**src/rtl/eag_pkg.sv**
```systemverilog
// Shared types for the effective address generator.
// Assumes a 4-bit mode code; codes above MODE_INH are unused.
package eag_pkg;

    typedef enum logic [3:0] {
        MODE_IMM = 4'd0,
        MODE_DIR = 4'd1,
        MODE_EXT = 4'd2,
        MODE_REL = 4'd3,
        MODE_IX0 = 4'd4,
        MODE_IX1 = 4'd5,
        MODE_IX2 = 4'd6,
        MODE_BSC = 4'd7,
        MODE_BTB = 4'd8,
        MODE_INH = 4'd9
    } mode_e;

    // Which byte, if any, carries a signed branch displacement
    typedef enum logic [1:0] {
        BR_NONE = 2'd0,
        BR_B1   = 2'd1,
        BR_B2   = 2'd2
    } br_sel_e;

endpackage

```
**src/rtl/eag_len_decode.sv**
```systemverilog
// Instruction length, immediate flag and displacement-byte select per mode.
// Assumes the mode code is stable for the whole evaluation; purely combinational.
module eag_len_decode
    import eag_pkg::*;
#(
    parameter int LEN_W = 2
) (
    input  logic [3:0]       mode_i,
    output logic [LEN_W-1:0] len_o,
    output logic             imm_o,
    output br_sel_e          br_o
);

    // Map each mode to its byte count and branch displacement source
    always_comb begin
        len_o = LEN_W'(1);
        imm_o = 1'b0;
        br_o  = BR_NONE;
        case (mode_i)
            MODE_IMM: begin len_o = LEN_W'(2); imm_o = 1'b1; end
            MODE_DIR: len_o = LEN_W'(2);
            MODE_EXT: len_o = LEN_W'(3);
            MODE_REL: begin len_o = LEN_W'(2); br_o = BR_B1; end
            MODE_IX0: len_o = LEN_W'(1);
            MODE_IX1: len_o = LEN_W'(2);
            MODE_IX2: len_o = LEN_W'(3);
            MODE_BSC: len_o = LEN_W'(2);
            MODE_BTB: begin len_o = LEN_W'(3); br_o = BR_B2; end
            default:  len_o = LEN_W'(1);
        endcase
    end

endmodule

```
**src/rtl/eag_index_unit.sv**
```systemverilog
// Address sums for the three indexed modes.
// Assumes 2*DATA_W >= ADDR_W; the 16-bit form wraps modulo 2**ADDR_W.
module eag_index_unit #(
    parameter int ADDR_W = 12,
    parameter int DATA_W = 8
) (
    input  logic [DATA_W-1:0] x_i,
    input  logic [DATA_W-1:0] b1_i,
    input  logic [DATA_W-1:0] b2_i,
    output logic [ADDR_W-1:0] ix0_o,
    output logic [ADDR_W-1:0] ix1_o,
    output logic [ADDR_W-1:0] ix2_o
);

    localparam int SUM1_W = DATA_W + 1;

    logic [SUM1_W-1:0] sum1;
    logic [ADDR_W-1:0] wide_off;

    // No-offset form: the index register alone, zero-extended
    assign ix0_o = ADDR_W'(x_i);

    // 8-bit offset form: unsigned sum kept one bit wider than the operands
    always_comb begin
        sum1  = SUM1_W'(x_i) + SUM1_W'(b1_i);
        ix1_o = ADDR_W'(sum1);
    end

    // 16-bit offset form: two bytes form the base, sum truncated to the space
    always_comb begin
        wide_off = ADDR_W'({b1_i, b2_i});
        ix2_o    = wide_off + ADDR_W'(x_i);
    end

endmodule

```
**src/rtl/eag_branch_unit.sv**
```systemverilog
// Next-instruction address and branch target.
// Assumes pc_i is the opcode address; all sums wrap modulo 2**ADDR_W.
module eag_branch_unit
    import eag_pkg::*;
#(
    parameter int ADDR_W = 12,
    parameter int DATA_W = 8,
    parameter int LEN_W  = 2
) (
    input  logic [ADDR_W-1:0] pc_i,
    input  logic [LEN_W-1:0]  len_i,
    input  logic [DATA_W-1:0] b1_i,
    input  logic [DATA_W-1:0] b2_i,
    input  br_sel_e           br_i,
    output logic [ADDR_W-1:0] target_o
);

    localparam int EXT_W = ADDR_W - DATA_W;

    logic [DATA_W-1:0] disp;
    logic [ADDR_W-1:0] disp_sx;
    logic [ADDR_W-1:0] next_pc;

    // Pick the displacement byte and sign-extend it to the address width
    always_comb begin
        disp    = (br_i == BR_B2) ? b2_i : b1_i;
        disp_sx = {{EXT_W{disp[DATA_W-1]}}, disp};
    end

    // Next instruction, plus the displacement when the mode branches
    always_comb begin
        next_pc  = pc_i + ADDR_W'(len_i);
        target_o = (br_i == BR_NONE) ? next_pc : next_pc + disp_sx;
    end

endmodule

```
**src/rtl/eag_ea_select.sv**
```systemverilog
// Chooses the effective address for the current mode.
// Assumes the index sums and branch target are already valid; combinational.
module eag_ea_select
    import eag_pkg::*;
#(
    parameter int ADDR_W = 12,
    parameter int DATA_W = 8
) (
    input  logic [3:0]        mode_i,
    input  logic [ADDR_W-1:0] pc_i,
    input  logic [DATA_W-1:0] b1_i,
    input  logic [DATA_W-1:0] b2_i,
    input  logic [ADDR_W-1:0] ix0_i,
    input  logic [ADDR_W-1:0] ix1_i,
    input  logic [ADDR_W-1:0] ix2_i,
    input  logic [ADDR_W-1:0] target_i,
    output logic [ADDR_W-1:0] ea_o
);

    logic [ADDR_W-1:0] direct_ea;
    logic [ADDR_W-1:0] ext_ea;
    logic [ADDR_W-1:0] imm_ea;

    // Candidate addresses that need no index arithmetic
    always_comb begin
        direct_ea = ADDR_W'(b1_i);
        ext_ea    = ADDR_W'({b1_i, b2_i});
        imm_ea    = pc_i + ADDR_W'(1);
    end

    // Mode multiplexer; implied and unused codes give address zero
    always_comb begin
        case (mode_i)
            MODE_IMM: ea_o = imm_ea;
            MODE_DIR: ea_o = direct_ea;
            MODE_EXT: ea_o = ext_ea;
            MODE_REL: ea_o = target_i;
            MODE_IX0: ea_o = ix0_i;
            MODE_IX1: ea_o = ix1_i;
            MODE_IX2: ea_o = ix2_i;
            MODE_BSC: ea_o = direct_ea;
            MODE_BTB: ea_o = direct_ea;
            default:  ea_o = '0;
        endcase
    end

endmodule

```
**src/rtl/eag_top.sv**
```systemverilog
// Effective address generator top: length decode, index sums, branch target,
// address select and an optional output register stage (REG_OUT).
// Assumes synchronous active-low reset; outputs are zero while in reset.
module eag_top
    import eag_pkg::*;
#(
    parameter int ADDR_W  = 12,
    parameter int DATA_W  = 8,
    parameter int LEN_W   = 2,
    parameter bit REG_OUT = 1'b1
) (
    input  logic              clk,
    input  logic              rst_n,
    input  logic [3:0]        mode_i,
    input  logic [DATA_W-1:0] byte1_i,
    input  logic [DATA_W-1:0] byte2_i,
    input  logic [DATA_W-1:0] x_i,
    input  logic [ADDR_W-1:0] pc_i,
    output logic [ADDR_W-1:0] ea_o,
    output logic              imm_o,
    output logic [LEN_W-1:0]  len_o,
    output logic [ADDR_W-1:0] target_o
);

    localparam logic [ADDR_W-1:0] IX0_MAX = ADDR_W'((1 << DATA_W) - 1);
    localparam logic [ADDR_W-1:0] IX1_MAX = ADDR_W'(2 * ((1 << DATA_W) - 1));

    logic [LEN_W-1:0]  len_c;
    logic              imm_c;
    br_sel_e           br_c;
    logic [ADDR_W-1:0] ix0_c, ix1_c, ix2_c;
    logic [ADDR_W-1:0] tgt_c;
    logic [ADDR_W-1:0] ea_c;

    eag_len_decode #(.LEN_W(LEN_W)) u_len (
        .mode_i (mode_i),
        .len_o  (len_c),
        .imm_o  (imm_c),
        .br_o   (br_c)
    );

    eag_index_unit #(.ADDR_W(ADDR_W), .DATA_W(DATA_W)) u_idx (
        .x_i   (x_i),
        .b1_i  (byte1_i),
        .b2_i  (byte2_i),
        .ix0_o (ix0_c),
        .ix1_o (ix1_c),
        .ix2_o (ix2_c)
    );

    eag_branch_unit #(.ADDR_W(ADDR_W), .DATA_W(DATA_W), .LEN_W(LEN_W)) u_br (
        .pc_i     (pc_i),
        .len_i    (len_c),
        .b1_i     (byte1_i),
        .b2_i     (byte2_i),
        .br_i     (br_c),
        .target_o (tgt_c)
    );

    eag_ea_select #(.ADDR_W(ADDR_W), .DATA_W(DATA_W)) u_sel (
        .mode_i   (mode_i),
        .pc_i     (pc_i),
        .b1_i     (byte1_i),
        .b2_i     (byte2_i),
        .ix0_i    (ix0_c),
        .ix1_i    (ix1_c),
        .ix2_i    (ix2_c),
        .target_i (tgt_c),
        .ea_o     (ea_c)
    );

    // Assertions on the combinational results, checked at each clock edge
    AST_IMM_ONLY_MODE0: assert property (@(posedge clk) disable iff (!rst_n)
        imm_c |-> (mode_i == MODE_IMM));
    AST_IX0_REACH: assert property (@(posedge clk) disable iff (!rst_n)
        (mode_i == MODE_IX0) |-> (ea_c <= IX0_MAX && len_c == LEN_W'(1)));
    AST_IX1_REACH: assert property (@(posedge clk) disable iff (!rst_n)
        (mode_i == MODE_IX1) |-> (ea_c <= IX1_MAX && len_c == LEN_W'(2)));
    AST_UNUSED_AS_IMPLIED: assert property (@(posedge clk) disable iff (!rst_n)
        (mode_i >= 4'd9) |-> (ea_c == '0 && !imm_c && len_c == LEN_W'(1)));
    AST_REL_EA_IS_TARGET: assert property (@(posedge clk) disable iff (!rst_n)
        (mode_i == MODE_REL) |-> (ea_c == tgt_c));

    generate
        if (REG_OUT) begin : g_reg
            logic past_run;

            // Output register stage with synchronous clear
            always_ff @(posedge clk) begin
                if (!rst_n) begin
                    ea_o     <= '0;
                    imm_o    <= 1'b0;
                    len_o    <= '0;
                    target_o <= '0;
                end else begin
                    ea_o     <= ea_c;
                    imm_o    <= imm_c;
                    len_o    <= len_c;
                    target_o <= tgt_c;
                end
            end

            // Records that the previous edge was outside reset
            always_ff @(posedge clk) begin
                past_run <= rst_n;
            end

            AST_ONE_CYCLE_LATENCY: assert property (@(posedge clk) disable iff (!rst_n)
                past_run |-> (ea_o == $past(ea_c) && len_o == $past(len_c)
                              && target_o == $past(tgt_c) && imm_o == $past(imm_c)));
            AST_CLEARED_AFTER_RESET: assert property (@(posedge clk) disable iff (!rst_n)
                !past_run |-> (ea_o == '0 && len_o == '0 && target_o == '0 && !imm_o));
        end else begin : g_comb
            // Direct combinational outputs
            always_comb begin
                ea_o     = ea_c;
                imm_o    = imm_c;
                len_o    = len_c;
                target_o = tgt_c;
            end
        end
    endgenerate

endmodule

```
**config.mk**
```make
export PLATFORM = sky130hd
export DESIGN_NAME = eag_top
export DESIGN_NICKNAME = d
export VERILOG_FILES = /design/src/rtl/eag_pkg.sv /design/src/rtl/eag_len_decode.sv /design/src/rtl/eag_index_unit.sv /design/src/rtl/eag_branch_unit.sv /design/src/rtl/eag_ea_select.sv /design/src/rtl/eag_top.sv
export SDC_FILE = /design/constraint.sdc
export NUM_CORES = 1
export LEC_CHECK = 0
export ABC_CLOCK_PERIOD_IN_PS = 3300
export BUFFER_PORTS_ARGS = -buffer_cell sky130_fd_sc_hd__buf_4
export CAP_MARGIN = 20
export CORE_AREA = 2 2 119 92
export CTS_BUF_LIST = sky130_fd_sc_hd__clkbuf_2 sky130_fd_sc_hd__clkbuf_4 sky130_fd_sc_hd__clkbuf_8
export DETAILED_ROUTE_END_ITERATION = 10
export DIE_AREA = 0 0 121 94
export PLACE_DENSITY = 0.53
export SYNTH_ARGS = -nofsm -noshare
export SYNTH_HDL_FRONTEND = slang
export SYNTH_HIERARCHICAL = 1
export SYNTH_SLANG_ARGS = --single-unit
```
**constraint.sdc**
```tcl
create_clock -name clk -period 3.3 [get_ports clk]
set_clock_uncertainty 0.05 [all_clocks]
set_input_delay 0.165 -clock clk [delete_from_list [all_inputs] [get_ports clk]]
set_output_delay 0.165 -clock clk [all_outputs]
set_load 0.01 [all_outputs]
```
* Word-level counts from Yosys, hierarchy flattened
Index checks and enable logic that the tools add are counted.
** Cells by class
- Add/sub/neg operators :: 5
- Equality and inequality tests :: 9
- Multiplexer cells :: 6
- Reductions and logical operators :: 5
** Operators by type and width (count)
- 12-bit one-hot mux with 7 select lines :: 1
- 4-bit by 3-bit equality test with 1-bit output (second input constant) :: 4
- 12-bit by 1-bit adder with 12-bit output (second input constant) :: 1
- 12-bit adder :: 1
- 12-bit by 2-bit adder with 12-bit output :: 1
- 12-bit by 8-bit adder with 12-bit output :: 1
- 12-bit two-way mux :: 1
- 8-bit by 8-bit adder with 9-bit output :: 1
- 4-bit by 2-bit equality test with 1-bit output (second input constant) :: 2
- 8-bit two-way mux :: 1
- 2-bit one-hot mux with 2 select lines :: 2
- 3-bit OR reduction :: 2
- 5-bit OR reduction :: 1
- 4-bit by 1-bit equality test with 1-bit output (second input constant) :: 1
- 4-bit equality test (second input constant) :: 1
- 4-bit zero test :: 1
- 2-bit equality test (second input constant) :: 1
- 2-bit zero test :: 1
- 1-bit two-way mux :: 1
** Storage, ports and cells
- Bits in registers :: 27
- Bits of input ports :: 42
- Word-level logic and storage cells :: 29

* Logic depth before layout (Yosys ltp)
- Depth after elaboration :: 7
- Depth in mapped cells :: 19

* Modules after synthesis
The synthesis kept the hierarchy.
** Modules (own cells, without submodules)
- eag_branch_unit :: instances 1, cells an instance 124, area each 932.1 sq um
- eag_index_unit :: instances 1, cells an instance 122, area each 917.1 sq um
- eag_ea_select :: instances 1, cells an instance 110, area each 834.6 sq um
- eag_top :: instances 1, cells an instance 56, area each 758.2 sq um
- eag_len_decode :: instances 1, cells an instance 8, area each 55.1 sq um

* Least setup slack after synthesis
No wires, ideal clock.
- Path kind :: input -> register
- Start point :: input port mode_i[2]
- End point :: register ea_o[6]
- Setup time :: 115 ps
- Data arrival time :: 3322 ps
- Required time :: 3135 ps
- Slack :: -187 ps
- Cell stages on the path :: 16
- Path buffers :: 1
- Cells stage by stage :: nor3_1 -> nand2b_1 -> buf_6 -> mux2_2 -> ha_1 -> fa_1 -> a21o_1 -> a21oi_2 -> o21ai_1 -> a21oi_1 -> xor2_1 -> o21ai_1 -> a222oi_1 -> nand2_1 -> a221o_1 -> and2_1
** Between the ends
- Cells in the longest elaborated chain, start to end :: 7
- Elaborated cells between the ends (all ways) :: 21
- Those cells by class :: add/sub (2); eq/ne (9); mux (5); reduce/logical (5)
** RTL lines
- start: declaration :: RTL line eag_top.sv:14 : input logic [3:0] mode_i,
- 4-bit by 1-bit equality test with 1-bit output (tied with other cells) :: RTL line eag_len_decode.sv:19 : case (mode_i)
- 5-bit OR reduction (no source line) (tied with other cells)
- 2-bit one-hot mux with 2 select lines / 2-bit equality test (equally long branches) :: RTL line eag_len_decode.sv:19, eag_branch_unit.sv:26
- 12-bit by 2-bit adder with 12-bit output / 8-bit two-way mux (equally long branches) :: RTL line eag_branch_unit.sv:32, eag_branch_unit.sv:26
- 12-bit adder :: RTL line eag_branch_unit.sv:33 : target_o = (br_i == BR_NONE) ? next_pc : next_pc + disp_sx;
- 12-bit two-way mux (*) :: RTL line eag_branch_unit.sv:33
- via tgt_c[6] :: RTL line eag_top.sv:32 : logic [ADDR_W-1:0] tgt_c;
- 12-bit one-hot mux with 7 select lines (*) :: RTL line eag_ea_select.sv:33 : case (mode_i)
- via ea_c[6] :: RTL line eag_top.sv:33 : logic [ADDR_W-1:0] ea_c;
- end signal: assignment :: RTL line eag_top.sv:91 : ea_o <= '0;
- end signal: assignment :: RTL line eag_top.sv:96 : ea_o <= ea_c;
- end: declaration :: RTL line eag_top.sv:19 : output logic [ADDR_W-1:0] ea_o,
The timed path passes the listed nets; every way through them passes the cells marked *.
A chain may end at the register's enable or synchronous reset.

* Worst setup path in the final report
- Start point :: input port mode_i[1]
- End point :: register ea_o[11]
** Between the ends
- Cells in the longest elaborated chain, start to end :: 7
- Elaborated cells between the ends (all ways) :: 21
- Those cells by class :: add/sub (2); eq/ne (9); mux (5); reduce/logical (5)
** RTL lines
- 4-bit by 1-bit equality test with 1-bit output (tied with other cells) :: RTL line eag_len_decode.sv:19
- 5-bit OR reduction (no source line) / 3-bit OR reduction (equally long branches)
- 2-bit one-hot mux with 2 select lines (*) :: RTL line eag_len_decode.sv:19
- via len_c[1] :: RTL line eag_top.sv:28 : logic [LEN_W-1:0] len_c;
- 12-bit by 2-bit adder with 12-bit output (*) :: RTL line eag_branch_unit.sv:32 : next_pc = pc_i + ADDR_W'(len_i);
- 12-bit adder :: RTL line eag_branch_unit.sv:33
- 12-bit two-way mux (*) :: RTL line eag_branch_unit.sv:33
- via tgt_c[11] :: RTL line eag_top.sv:32
- 12-bit one-hot mux with 7 select lines (*) :: RTL line eag_ea_select.sv:33
- via ea_c[11] :: RTL line eag_top.sv:33
Marked as above.

==> flow_metrics.py <==
metrics = {
    "sta": {
        "max_freq_ghz": 0.300,
        "period_share_pct": 101,
        "worst_slack_ps": -35.6,
        "fin_crit_ps": 3340,
        "setup_viol": 1,
        "slew_viol_final": 0,
        "hold_violations": 0,
        "relSlewSlack_pct": 55.1,
        "worst_pin_slew_ps": 667,
        "rsz0062_at_grt": "true",
    },
    "min_path": {
        "hold_class": "in -> reg",
        "worstHoldPathCells": 3,
    },
    "detailed_routing": {
        "viasPerCell": 5.38,
        "drtIter0Drc": 232,
        "antenna_left": 0,
        "first_pass_iters": 5,
        "wire_per_inst_um": 17.9,
        "routed_wl_mm": 11.9,
        "drc": 0,
        "dr_total_vias": 3596,
    },
    "placement": {
        "place_congestion": 0.877,
        "dp_hpwl_mm": 9.50,
        "io_buffers": 68,
        "placed_cells": 645,
        "placed_cell_area_mm2": 0.00434,
    },
    "clock_tree": {
        "cts.sinks": 27,
        "cts_buffers": 3,
        "clk_pin_slew_worst_paths_ps": 90,
        "cts_buffer_depth": 2,
        "root_buffer": "clkbuf_8",
        "cts_tree": "yes",
        "htree_levels": 1,
    },
    "synth": {
        "synth_enable_flop_cells": 0,
        "async_reset_ff_share_pct": 0,
        "synth.top_cells.by_count": "36 x nand2_1, 30 x ha_1, 27 x dfxtp_1, 27 x nor2_1, 26 x xnor2_1",
        "synth_area_leader_cell": "dfxtp_1",
        "synth_cell_type_count": 72,
        "syn_inst": 420,
        "ys_warn_count": 6,
        "synthFlopType": "dfxtp_1",
        "ys_seq_area_share_pct": 15.5,
        "syn_area_per_cell_um2": 8.33,
        "synth_area_mm2": 0.00350,
        "synth-seq-cells": 27,
        "synth_top_area_share_pct": 15.5,
        "netlist_top_cells_area": "dfxtp_1 15%, ha_1 11%, xnor2_1 6.5%, and2_2 4.5%, xor2_1 4.0%",
        "yosysMostFrequentCell": "nand2_1",
    },
    "layout": {
        "register_area_um2": 541,
        "nFillCells": 996,
        "synthToLayoutAreaGrowth_pct": 41.2,
        "final_layout_size_suffix_gt1_share_pct": 43.8,
        "multi_input_area_mm2": 0.00311,
        "fin_cells": 668,
        "diodes": 0,
        "fin_nets": 609,
        "fin_area_mm2": 0.00494,
    },
    "status": {
        "failed_checks": "negative setup slack",
        "status": "complete, but fails checks",
    },
    "power": {
        "ir_drop_uv": 127,
        "cellPowerDensity_mw_per_mm2": 278,
        "p_leak_uw": 0.00214,
    },
    "global_route": {
        "grt_remaining_overflow": 0,
        "antenna_found_initial": 0,
        "grtUsageTotal_pct": 20.7,
        "first_global_vias": 3341,
        "grt_pass1_wl_mm": 18.3,
        "grt_max_degree": 28,
    },
    "die": {
        "io-pin-count": 69,
        "core-area_mm2": 0.0101,
        "dieHeight_um": 94,
        "die_w_um": 121,
        "design.die.area_mm2": 0.0114,
        "start_util_pct": 34.5,
        "num_rows": 32,
    },
    "worst_setup_path": {
        "cp_slowest_cell": "nor3b_4",
        "critPathKind": "in -> reg",
        "cp_cell_sequence": "buf_12 -> nor2_4 -> mux2i_1 -> buf_4 -> ha_4 -> a21oi_4 -> buf_4 -> nor3b_4 -> nand4_1 -> xnor2_2 -> ha_4 -> nor3_4 -> a311oi_2 -> a21oi_2 -> mux2i_2 -> xnor2_2 -> mux2i_1 -> o22a_1 -> o221ai_2 -> and2_4",
        "start_kind": "input pin",
        "end_kind": "flip-flop",
        "cp_max_fo": 6,
        "slowest_delay_ps": 300,
        "crit_required_ps": 3470,
        "crit_arrival_ps": 3510,
    },
    "flow_run": {
        "drv_cap": 0,
    },
}
==> area by class of cell <==
type	count	share of cell area (%)
multi-input combinational	359	63.1
inverter	10	0.760
clock inverter	1	0.152
tap	136	3.45
clock buffer	3	0.836
sequential	27	10.9
timing repair buffer	132	20.8
==> power breakdown <==
| part | internal [uW] | switching (uW) |
|---|---|---|
| Clock | 85.5 | 101 |
| Sequential | 352 | 9.10 |
| Combinational | 404 | 421 |
| Total | 842 | 531 |
==> layout by cell type, fill, tap and decap left out, types with 6 or more instances in the layout <==
| master | synthesis | routed |
|---|---|---|
| conb_1 | 1 | 7 |
| and2_2 | 21 | 19 |
| buf_4 | 16 | 126 |
| ha_4 | 0 | 7 |
| a21oi_2 | 3 | 7 |
| o21ai_1 | 10 | 9 |
| nor3_1 | 13 | 9 |
| and2_1 | 6 | 6 |
| xor2_1 | 16 | 13 |
| nand2_1 | 36 | 32 |
| a22oi_1 | 11 | 10 |
| nand4_1 | 9 | 9 |
| mux2_2 | 7 | 6 |
| a222oi_1 | 8 | 8 |
| o21ai_0 | 8 | 6 |
| nor2_1 | 27 | 24 |
| xnor2_1 | 26 | 21 |
| a21o_1 | 7 | 7 |
| ha_1 | 30 | 22 |
| mux2i_1 | 8 | 7 |
| inv_1 | 10 | 10 |
| dfxtp_1 | 27 | 27 |
| a21oi_1 | 14 | 7 |
| nand3_1 | 18 | 16 |
==> flip-flops by register name, indices dropped and copies added, names as in the netlist <==
signal,flops
target_o,12
len_o,2
ea_o,12
imm_o,1
==> worst max-delay path: cells and delay by family <==
family	cells	cell delay (ps)
simple gates	5	900
fa+ha+maj	2	520
compound gates	5	660
buf+inv	3	410
mux	3	450
xor+xnor	2	390
==> per-stage QoR <==
stage	total power, uW	utilization (%)	setup TNS [ps]	hold WS, ps	worst slack, ps
after floorplan	783	-	0	251	23.2
after global placement	1050	42.8	-4590	491	-758
after detailed placement	1060	42.8	-4290	497	-687
after CTS	1290	45.2	-51.1	215	-31.9
after global routing	1470	48.7	-837	217	-161
final	1370	48.7	-35.6	213	-35.6
==> per-layer routing <==
layer	vias up	routed length (um)	part of all wire, %	global-route usage (%)
li1	1765	-	-	-
met5	-	0	0	0
met3	6	742	6.2	1.27
met4	0	88	0.74	2.71
met1	1687	6050	51	33.1
met2	138	5050	42	30.5
==> repair_timing <==
action | CTS | global route
buffers inserted | 11 | 8
gates resized for setup | 24 | 53
endpoints found under the setup margin | 9 | 9
hold buffers | 0 | 0
pin swaps | 24 | 39
cloned | 0 | 0
==> path summary, 6_finish.rpt <==
path	start	end	slack, ps
worst max-delay path	mode_i[1]	ea_o[11]$_SDFF_PN0_	-40
worst min-delay path	mode_i[3]	imm_o$_SDFF_PN0_	210
==> logic make-up after synthesis <==
group | count (synthesis) | share of synthesized area [%]
AO/OA/AOI/OAI | 100 | 21.4
buffers and inverters | 40 | 7.62
adder cells (fa/ha/maj) | 34 | 13.0
flip-flops | 27 | 15.5
AND/OR/NAND/NOR | 158 | 26.2
multiplexers | 18 | 5.62
XOR/XNOR | 42 | 10.5
other | 1 | 0.107
(Power assumes the default switching activity.)
